$ cat src/rtl/tslot_pkg.sv
package tslot_pkg;

    typedef enum logic [1:0] {
        TM_DIRECT_NORM = 2'b00,
        TM_DIRECT_SWAP = 2'b01,
        TM_EARLY       = 2'b10,
        TM_EARLY_ALT   = 2'b11
    } timing_mode_e;

    typedef struct packed {
        logic rise;
        logic fall;
    } clk_edges_t;

    typedef struct packed {
        logic launch;
        logic capture;
    } lane_cue_t;

    function automatic logic swaps_edges(timing_mode_e m);
        return m == TM_DIRECT_SWAP;
    endfunction

    function automatic logic uses_early_sync(timing_mode_e m);
        return (m == TM_EARLY) || (m == TM_EARLY_ALT);
    endfunction

    // Bit period at which the chosen slot begins
    function automatic int unsigned slot_offset(logic use_b2, logic gapped,
                                                int unsigned width, int unsigned gap);
        if (!use_b2) return 0;
        return gapped ? width + gap : width;
    endfunction

endpackage

$ cat src/rtl/tslot_frame_timer.sv
module tslot_frame_timer
    import tslot_pkg::*;
#(
    parameter int POS_W = 5
) (
    input  logic               clk,
    input  logic               rst,
    input  logic               mclk_i,
    input  logic               fsync_i,
    input  timing_mode_e       mode_i,
    output lane_cue_t          cue_o,
    output logic [POS_W-1:0]   launch_pos_o,
    output logic [POS_W-1:0]   capture_pos_o
);
    localparam logic [POS_W-1:0] POS_LAST = '1;

    clk_edges_t       edg;
    logic             mclk_q;
    logic             fs_at_rise;
    logic             fs_at_fall;
    logic             armed;
    logic             start;
    logic [POS_W-1:0] pos_q;
    logic [POS_W-1:0] pos_nx;

    assign edg.rise = mclk_i & ~mclk_q;
    assign edg.fall = ~mclk_i & mclk_q;

    always_comb begin
        start = 1'b0;
        if (edg.rise) begin
            if (uses_early_sync(mode_i)) start = armed;
            else                         start = fsync_i & ~fs_at_rise;
        end
        pos_nx = pos_q;
        if (start)                              pos_nx = '0;
        else if (edg.rise && pos_q != POS_LAST) pos_nx = pos_q + 1'b1;
    end

    always_ff @(posedge clk) begin
        if (rst) begin
            mclk_q     <= 1'b0;
            fs_at_rise <= 1'b0;
            fs_at_fall <= 1'b0;
            armed      <= 1'b0;
            pos_q      <= POS_LAST;
        end else begin
            mclk_q <= mclk_i;
            pos_q  <= pos_nx;
            if (edg.rise) begin
                fs_at_rise <= fsync_i;
                armed      <= 1'b0;
            end
            if (edg.fall) begin
                fs_at_fall <= fsync_i;
                armed      <= uses_early_sync(mode_i) & fsync_i & ~fs_at_fall;
            end
        end
    end

    assign cue_o.launch   = swaps_edges(mode_i) ? edg.fall : edg.rise;
    assign cue_o.capture  = swaps_edges(mode_i) ? edg.rise : edg.fall;
    assign launch_pos_o   = swaps_edges(mode_i) ? pos_q : pos_nx;
    assign capture_pos_o  = pos_q;

    AST_EARLY_NEEDS_SYNC: assert property (@(posedge clk) disable iff (rst)
        (start && uses_early_sync(mode_i)) |-> fs_at_fall);

endmodule

$ cat src/rtl/tslot_tx_lane.sv
module tslot_tx_lane #(
    parameter int W     = 8,
    parameter int POS_W = 5
) (
    input  logic             clk,
    input  logic             rst,
    input  logic             launch_i,
    input  logic [POS_W-1:0] pos_i,
    input  logic [POS_W-1:0] first_i,
    input  logic             enable_i,
    input  logic [W-1:0]     tx_byte_i,
    input  logic             tx_load_i,
    output logic             sdo_o,
    output logic             sdo_oe_o
);
    localparam logic [POS_W:0] SPAN = (POS_W+1)'(W);

    logic [W-1:0]   hold_q;
    logic [W-1:0]   shift_q;
    logic [POS_W:0] rel;
    logic           hit;
    logic [POS_W:0] sent_cnt;

    assign rel = {1'b0, pos_i} - {1'b0, first_i};
    assign hit = (pos_i >= first_i) && (rel < SPAN);

    always_ff @(posedge clk) begin
        if (rst) begin
            hold_q   <= '0;
            shift_q  <= '0;
            sdo_o    <= 1'b0;
            sdo_oe_o <= 1'b0;
            sent_cnt <= '0;
        end else begin
            if (tx_load_i) hold_q <= tx_byte_i;
            if (launch_i) begin
                if (enable_i && hit) begin
                    sdo_oe_o <= 1'b1;
                    sent_cnt <= sent_cnt + 1'b1;
                    if (rel == '0) begin
                        sdo_o   <= hold_q[W-1];
                        shift_q <= {hold_q[W-2:0], 1'b0};
                    end else begin
                        sdo_o   <= shift_q[W-1];
                        shift_q <= {shift_q[W-2:0], 1'b0};
                    end
                end else begin
                    sdo_oe_o <= 1'b0;
                    sent_cnt <= '0;
                end
            end
        end
    end

    AST_SLOT_LENGTH: assert property (@(posedge clk) disable iff (rst)
        sent_cnt <= SPAN);
    AST_TX_QUIET_OFF: assert property (@(posedge clk) disable iff (rst)
        (launch_i && !enable_i) |=> !sdo_oe_o);

endmodule

$ cat src/rtl/tslot_rx_lane.sv
module tslot_rx_lane #(
    parameter int W     = 8,
    parameter int POS_W = 5
) (
    input  logic             clk,
    input  logic             rst,
    input  logic             capture_i,
    input  logic [POS_W-1:0] pos_i,
    input  logic [POS_W-1:0] first_i,
    input  logic             enable_i,
    input  logic             sdi_i,
    output logic [W-1:0]     rx_byte_o,
    output logic             rx_valid_o
);
    localparam logic [POS_W:0] SPAN = (POS_W+1)'(W);

    logic [W-1:0]   shift_q;
    logic [W-1:0]   shift_nx;
    logic [POS_W:0] rel;
    logic           hit;

    assign rel      = {1'b0, pos_i} - {1'b0, first_i};
    assign hit      = (pos_i >= first_i) && (rel < SPAN);
    assign shift_nx = {shift_q[W-2:0], sdi_i};

    always_ff @(posedge clk) begin
        if (rst) begin
            shift_q    <= '0;
            rx_byte_o  <= '0;
            rx_valid_o <= 1'b0;
        end else begin
            rx_valid_o <= 1'b0;
            if (capture_i && enable_i && hit) begin
                shift_q <= shift_nx;
                if (rel == SPAN - 1'b1) begin
                    rx_byte_o  <= shift_nx;
                    rx_valid_o <= 1'b1;
                end
            end
        end
    end

    AST_RX_PULSE: assert property (@(posedge clk) disable iff (rst)
        rx_valid_o |=> !rx_valid_o);
    AST_RX_HOLD: assert property (@(posedge clk) disable iff (rst)
        !rx_valid_o |=> $stable(rx_byte_o) || rx_valid_o);

endmodule

$ cat src/rtl/tslot_voice_port.sv
module tslot_voice_port
    import tslot_pkg::*;
#(
    parameter int W     = 8,
    parameter int GAP   = 2,
    parameter int POS_W = 5
) (
    input  logic         clk,
    input  logic         rst,
    input  logic         mclk_i,
    input  logic         fsync_i,
    input  logic         sdi_i,
    input  logic [1:0]   timing_mode_i,
    input  logic         gap_format_i,
    input  logic         slot_b2_i,
    input  logic         companded_i,
    input  logic         xfer_en_i,
    input  logic [W-1:0] tx_byte_i,
    input  logic         tx_load_i,
    output logic         sdo_o,
    output logic         sdo_oe_o,
    output logic [W-1:0] rx_byte_o,
    output logic         rx_valid_o
);
    lane_cue_t        cue;
    logic [POS_W-1:0] launch_pos;
    logic [POS_W-1:0] capture_pos;
    logic [POS_W-1:0] first_pos;

    assign first_pos = POS_W'(slot_offset(companded_i & slot_b2_i, gap_format_i, W, GAP));

    tslot_frame_timer #(.POS_W(POS_W)) u_timer (
        .clk           (clk),
        .rst           (rst),
        .mclk_i        (mclk_i),
        .fsync_i       (fsync_i),
        .mode_i        (timing_mode_e'(timing_mode_i)),
        .cue_o         (cue),
        .launch_pos_o  (launch_pos),
        .capture_pos_o (capture_pos)
    );

    tslot_tx_lane #(.W(W), .POS_W(POS_W)) u_tx (
        .clk       (clk),
        .rst       (rst),
        .launch_i  (cue.launch),
        .pos_i     (launch_pos),
        .first_i   (first_pos),
        .enable_i  (xfer_en_i),
        .tx_byte_i (tx_byte_i),
        .tx_load_i (tx_load_i),
        .sdo_o     (sdo_o),
        .sdo_oe_o  (sdo_oe_o)
    );

    tslot_rx_lane #(.W(W), .POS_W(POS_W)) u_rx (
        .clk        (clk),
        .rst        (rst),
        .capture_i  (cue.capture),
        .pos_i      (capture_pos),
        .first_i    (first_pos),
        .enable_i   (xfer_en_i),
        .sdi_i      (sdi_i),
        .rx_byte_o  (rx_byte_o),
        .rx_valid_o (rx_valid_o)
    );

    AST_LINEAR_USES_B1: assert property (@(posedge clk) disable iff (rst)
        (!companded_i && cue.launch && launch_pos >= POS_W'(W) && $past(!companded_i)) |=> !sdo_oe_o);

endmodule

$ cat config.mk
export PLATFORM = sky130hd
export DESIGN_NAME = tslot_voice_port
export DESIGN_NICKNAME = d
export VERILOG_FILES = /design/src/rtl/tslot_pkg.sv /design/src/rtl/tslot_frame_timer.sv /design/src/rtl/tslot_tx_lane.sv /design/src/rtl/tslot_rx_lane.sv /design/src/rtl/tslot_voice_port.sv
export SDC_FILE = /design/constraint.sdc
export NUM_CORES = 1
export LEC_CHECK = 0
export ABC_AREA = 1
export BUFFER_PORTS_ARGS = -buffer_cell sky130_fd_sc_hd__buf_2
export CORE_MARGIN = 2
export CORE_UTILIZATION = 53
export DETAILED_ROUTE_END_ITERATION = 6
export PLACE_DENSITY = 0.77
export REMOVE_ABC_BUFFERS = 1
export SLEW_MARGIN = 10
export SYNTH_ARGS = -nofsm -noshare
export SYNTH_HDL_FRONTEND = slang
export SYNTH_HIERARCHICAL = 1
export SYNTH_SLANG_ARGS = --single-unit
$ cat constraint.sdc
create_clock -name clk -period 2.35 [get_ports clk]
set_input_delay 0.3525 -clock clk [delete_from_list [all_inputs] [get_ports clk]]
set_output_delay 0.3525 -clock clk [all_outputs]
set_load 0.02 [all_outputs]
==> metrics.txt, run 1 <==
outcome finished, violations left; failing checks negative setup slack; top cells by area, synth dfxtp_1, nand2_1, inv_1; root buffer cell clkbuf_8; Routed WL per cell 11.4 um; TritonCTS Buffers 5; H-tree level count 2; Reg2Reg Setup Slack -0.34 ns; pwr/cell area 715 nW/um2; arrival time worst endpoint 2.92 ns; Layout Utilization 0.699; Reg2Reg Capture Point u_tx/shift_q[5]; Worst Skew 0.00985 ns; crit-path max cell delay 0.35 ns; Reg2Reg Depth 17; Hold Path End u_tx/hold_q[0]; hold buffer count at cts 0; register area share after synthesis 0.323; antenna violations before repair 0; Inst Count DP 493; Hold Crit Class in2reg; Non-Filler Instances 506; TritonCTS clock tree yes; post-layout min period 2.69 ns; post-synthesis cell type count 32; Final period util 1.14; total number of vias 2448; WP data required 2.58 ns; CTS Buffer Depth 2; Startpoint Class flop; Lkg Pwr 0.00169 uW; Crit path max-delay family simple AND/OR/NAND/NOR gates; IO buf count 30; vias in the first global route 2207; worst path cell trace ha_4, inv_2, nor3_2, ha_2, inv_4, nand2_4, or2_1, nand3_2, o21ai_2, ha_4, a21oi_1, nand3_2, nor2_2, nor2_4, nand2_4, inv_4, a21oi_2; CP bufs+invs 3; Site Rows 25; maximum operating frequency 0.372 GHz; core area 4720 um2; drt drc 0; largest net degree at the start of global routing 21; Initial Utilization 0.551; CP endpoint kind flop; Total Power 2360 uW; Clock Sinks 42; max-cap violations 0; setup TNS -2.81 ns; Ports 31; final net count 473; Die Wd 74.1 um; TritonRoute pass-1 iters 4; Avg Inst Size Synth 6.88 um2; most frequent cells after synthesis nand2_1, inv_1, dfxtp_1, nor2_1, a21oi_1; GRT overflow 0; via-per-instance ratio 4.84; Routed Wire Length 5760 um; Final Hold Violating Endpoints 0; fin. max-slew vios 0; antenna cells 0; critical path class reg2reg; full die area 5490 um2; P&R area growth vs syn 26.8%; gpl congestion 0.893; Iter 0 DRT Violations 97; Synth area leader dfxtp_1; DP HPWL 4150 um; Die H 74.1 um; first-pass GRT wire length 9290 um; Crit Path Max Fanout 7; hold path cells 3; most frequent cell after synthesis nand2_1; Worst R2R Start u_timer/capture_pos_o[1]; All-Layer GR Usage 0.213; synthesized area 2600 um2; final setup fails 9; Yosys warnings 6; Synth top area share 0.323; clk slew on worst S/H paths 0.08 ns; asr flop ratio synth 0; critical path's slowest cell dfxtp_2; Final WS setup -0.338 ns; Synth Flop Type dfxtp_1; Post-synth EDFFs 0; Routed Antenna Nets 0; Seq cells post-synth 42; Synth Instances 378; RSZ-0062 raised after global routing true; layout cells sized above 1 0.323; peak supply drop 424 uV; clock latency on the worst-skew pair 0.29 ns; min-delay src tx_byte_i[0]
-- power breakdown --
group | switching [uW] | internal, uW | leakage [uW]
registers | 18.4 | 751 | 0.000342
clock network | 240 | 317 | 0.0000514
logic | 597 | 434 | 0.00129
-- how the worst max path moves through the flow --
stage,from,to,depth (start not counted)
3_3_place_gp,u_timer/capture_pos_o[0],u_tx/shift_q[7],21
4_1_cts,u_timer/capture_pos_o[0],u_tx/shift_q[5],21
5_1_grt,u_timer/capture_pos_o[1],u_tx/shift_q[1],17
2_1_floorplan,u_timer/capture_pos_o[0],u_tx/sdo_o,19
6_report,u_timer/capture_pos_o[1],u_tx/shift_q[5],17
3_5_place_dp,u_timer/capture_pos_o[0],u_tx/shift_q[5],22
-- layer usage --
metal / GRT usage / share of wire / vias to the layer above
li1: - / - / 1301
met4: 0.0707 / 0.011 / 0
met3: 0.0461 / 0.028 / 8
met1: 0.272 / 0.44 / 1101
met5: 0 / 0 / -
met2: 0.359 / 0.52 / 38
-- layout make-up --
cell class,instances,area (um2)
Fill cell,379,1420
Inverter,72,275
Clock inverter,2,37.5
Timing Repair Buffer,54,347
Sequential cell,42,843
Multi-Input combinational cell,263,1640
Clock buffer,6,72.6
Tap cell,67,83.8
-- cells by family (layout without fill, tap and decap cells) --
kind of cell	count (synthesis)	in the layout	synth area share
fa+ha+maj	15	15	0.0750
other cells	1	6	0.00144
buf+inv	79	134	0.129
simple gates	185	186	0.340
flops	42	42	0.323
compound gates	56	56	0.131
-- worst min-delay path, delay by kind of cell --
family	cells	cell delay, ns
AND/OR/NAND/NOR	2	0.13
buffers and inverters	1	0.08
-- through the flow --
step	hold slack (ns)	area, um2	worst slack [ns]
2_1_floorplan	0.415	2560	-0.238
3_3_place_gp	0.446	2960	-0.284
3_5_place_dp	0.450	2960	-0.380
4_1_cts	0.289	3200	-0.222
5_1_grt	0.292	3300	-0.479
6_report	0.305	3300	-0.338
-- cell usage in the layout, fill, tap and decap left out, types with 3 or more instances in the layout --
| cell | n |
|---|---|
| o21ai_1 | 8 |
| nand2_2 | 18 |
| nand2_4 | 10 |
| nor2_1 | 24 |
| nand3_2 | 8 |
| nand2_1 | 86 |
| a21oi_2 | 8 |
| inv_2 | 7 |
| o21ai_2 | 5 |
| inv_1 | 61 |
| o21ai_0 | 11 |
| nor2_2 | 3 |
| nor2_4 | 5 |
| buf_4 | 22 |
| a21oi_1 | 20 |
| buf_2 | 30 |
| ha_4 | 5 |
| ha_1 | 7 |
| nand3_1 | 18 |
| clkbuf_8 | 5 |
| dfxtp_1 | 40 |
| nand4_1 | 7 |
| conb_1 | 6 |
-- registers in the layout, indices dropped and copies added, names as in the netlist, 5 cells and up --
name,count
u_tx/hold_q,8
u_tx/shift_q,7
u_rx/shift_q,7
u_timer/capture_pos_o,5
u_rx/rx_byte_o,8
-- repair_timing --
action / in CTS / in global routing
buffers inserted: 2 / 2
pin swaps: 18 / 16
gates cloned: 1 / 0
resized for setup: 26 / 20
endpoints found under the setup margin: 9 / 9
(Power assumes the default switching activity.)
==> run 2: changes to the inputs <==
- CORE_UTILIZATION: 53 -> 51
- PLACE_DENSITY: 0.77 -> 0.75
- SYNTH_HIERARCHICAL: 1 -> default
==> run 2 against run 1 <==
  * The run still ends with negative setup slack left
  * Combinational power shrank 36%
  * Worst setup slack better by 0.11 ns
  * Total power down 15%
  * Non-clock buffer count rose by 7
  * Final cell count down 19%
  * Die area decreased by 14%
  * Maximum frequency is 4.2% higher
  * Via count decreased by 15%
  * Utilization down 1.1 points
  * Register-to-register slack improved by 0.11 ns
==> metrics.txt, run 2 <==
outcome finished, violations left (unchanged); failing checks negative setup slack (unchanged); commonest non-fill, non-tap cell in the layout nand2_1 (unchanged); Synth top area share 0.393 (was 0.323); antenna cells 0 (unchanged); Final WS setup -0.229 ns (was -0.338 ns); Final period util 1.10 (was 1.14); Startpoint Class flop (unchanged); Clock Sinks 42 (unchanged); Post-synth EDFFs 0 (unchanged); worst hold slack 0.266 ns (was 0.305 ns); TritonCTS clock tree yes (unchanged); Routed Wire Length 5000 um (was 5760 um); WP data required 2.58 ns (about the same); root buffer cell clkbuf_8 (unchanged); Final Hold Violating Endpoints 0 (unchanged); CP endpoint kind flop (unchanged); Relative slew margins 0.608; synthesized area 2140 um2 (was 2600 um2); Routed Antenna Nets 0 (unchanged); Seq cells post-synth 42 (unchanged); Synth area leader dfxtp_1 (unchanged); core area 4030 um2 (was 4720 um2); Worst-Margin Slew 0.584 ns; GRT overflow 0 (unchanged); total number of vias 2080 (was 2448); arrival time worst endpoint 2.81 ns (was 2.92 ns); fin. max-slew vios 0 (unchanged); post-layout min period 2.58 ns (was 2.69 ns); pwr/cell area 727 nW/um2 (was 715 nW/um2); register area share after synthesis 0.393 (was 0.323); RSZ-0062 raised after global routing true (unchanged); final setup fails 10 (was 9); clock latency on the worst-skew pair 0.29 ns (about the same); layout cells sized above 1 0.345 (was 0.323); max-cap violations 0 (unchanged); final net count 391 (was 473); Die Wd 68.8 um (was 74.1 um); Avg Inst Size Synth 7.21 um2 (was 6.88 um2); first-pass GRT wire length 8200 um (was 9290 um); Hold Crit Class in2reg (unchanged); vias in the first global route 1901 (was 2207); setup TNS -1.98 ns (was -2.81 ns); IO buf count 30 (unchanged); largest net degree at the start of global routing 23 (was 21); Largest regs u_rx.rx_byte_o x8, u_tx.hold_q x8 (was u_rx/rx_byte_o x8, u_tx/hold_q x8); via-per-instance ratio 5.05 (was 4.84); P&R area growth vs syn 29.3% (was 26.8%); Crit Path Max Fanout 5 (was 7); TritonRoute pass-1 iters 4 (unchanged); gpl congestion 0.879 (was 0.893); Site Rows 23 (was 25); Lkg Pwr 0.00138 uW (was 0.00169 uW); asr flop ratio synth 0 (unchanged); Synth Instances 297 (was 378); top cells by area, synth dfxtp_1, nand2_1, inv_1 (unchanged); peak supply drop 536 uV (was 424 uV); hold buffer count at cts 0 (unchanged); antenna violations before repair 0 (unchanged); All-Layer GR Usage 0.231 (was 0.213); CTS Buffer Depth 2 (unchanged); Iter 0 DRT Violations 116 (was 97); Yosys warnings 0 (was 6); critical path class reg2reg (unchanged); full die area 4730 um2 (was 5490 um2); Routed WL per cell 12.1 um (was 11.4 um); most frequent cell after synthesis nand2_1 (unchanged); most frequent cells in the layout nand2_1, dfxtp_1, inv_1 (was nand2_1, inv_1, dfxtp_1); Worst Skew 0.00354 ns (was 0.00985 ns); TritonCTS Buffers 5 (unchanged); post-synthesis cell type count 29 (was 32); Die H 68.8 um (was 74.1 um); Ports 31 (unchanged); drt drc 0 (unchanged); fillcell total 352 (was 379); maximum operating frequency 0.388 GHz (was 0.372 GHz); H-tree level count 2 (unchanged); most frequent cells after synthesis nand2_1, dfxtp_1, inv_1, nor2_1 (was nand2_1, inv_1, dfxtp_1, nor2_1, a21oi_1); DP HPWL 3360 um (was 4150 um); clk slew on worst S/H paths 0.08 ns (about the same); Initial Utilization 0.532 (was 0.551); Synth Flop Type dfxtp_1 (unchanged)
## run 2: changes by cell type after synthesis, moves of 3 or more
cell,change
inv_1,-23
nand3_1,-3
ha_1,-4
o21ai_0,+8
nand3_2,-4
nand4_1,-4
nor2_1,-6
buf_6,-3
nand2_1,-29
a21oi_2,-5
or2_2,+6
o21ai_2,-4
## run 2: cell families (layout without fill, tap and decap cells)
kind of cell | Yosys count | in the layout | share of synthesized area
fa+ha+maj | 10 | 10 | 0.0584
compound gates | 53 | 53 | 0.137
simple gates | 137 | 138 | 0.304
buf+inv | 53 | 117 | 0.0999
xor+xnor | 2 | 2 | 0.00818
flops | 42 | 42 | 0.393
## run 2: power breakdown
part           switching [uW]  leakage, uW  internal, uW
Combinational             361     0.000975           296
Sequential               21.4     0.000342           755
Clock                     262    0.0000585           319
## run 2: routing by layer
layer  share of wire  GRT usage
met1            0.46      0.293
met2            0.46      0.381
met3           0.052     0.0601
met4           0.020     0.0809
met5               0          0
## run 2: final timing paths
check	from	to	slack (ns)	cells past startpoint
max reg2reg	u_timer.capture_pos_o[1]	u_tx.shift_q[4]	-0.23	24
max	u_timer.capture_pos_o[1]	u_tx.shift_q[4]	-0.23	24
min reg2reg	u_rx.rx_byte_o[7]	u_rx.rx_byte_o[7]	0.45	2
min	sdi_i	u_rx.rx_byte_o[0]	0.27	3
## run 2: critical path, stage by stage, from the launching register on
cell and delay (ns):
dfxtp_2 0.36, ha_4 0.14, nand2_2 0.05, nor2_2 0.08
ha_2 0.17, inv_2 0.05, nand2_2 0.06, inv_2 0.05
o21ai_1 0.12, nand2_1 0.09, nand2_1 0.10, o21ai_2 0.08
ha_4 0.26, o21ai_1 0.05, inv_1 0.08, nand2_1 0.05
nor2_1 0.09, nand2_1 0.05, nand3_1 0.07, nand2_1 0.07
inv_2 0.11, nand2_4 0.09, nand2_2 0.08, nand2_2 0.05
a21oi_2 0.11
## run 2: metrics by stage
step | util | total power (uW) | setup WS [ns] | instances | cell area (um2)
CTS | 0.675 | 1980 | -0.146 | 411 | 2720
global placement | 0.607 | 1260 | -0.224 | 388 | 2440
finish | 0.688 | 2010 | -0.229 | 412 | 2770
detailed placement | 0.607 | 1270 | -0.382 | 388 | 2440
floorplan | - | 1120 | -0.126 | 292 | 2110
global route | 0.688 | 2130 | -0.393 | 412 | 2770
## run 2: final cells by class
| type | instances | area, um2 | area share |
|---|---|---|---|
| Clock inverter | 3 | 43.8 | 0.0158 |
| Inverter | 48 | 183 | 0.0659 |
| Clock buffer | 5 | 68.8 | 0.0248 |
| Timing Repair Buffer | 61 | 387 | 0.140 |
| Sequential cell | 42 | 843 | 0.304 |
| Tap cell | 50 | 62.6 | 0.0226 |
| Multi-Input combinational cell | 203 | 1180 | 0.427 |
## run 2: what timing repair did
| item | in CTS | in global routing |
|---|---|---|
| resized for setup | 20 | 11 |
| buffers inserted | 14 | 1 |
| gates cloned | 1 | 0 |
| endpoints found under the setup margin | 9 | 10 |
| pin swaps | 5 | 11 |
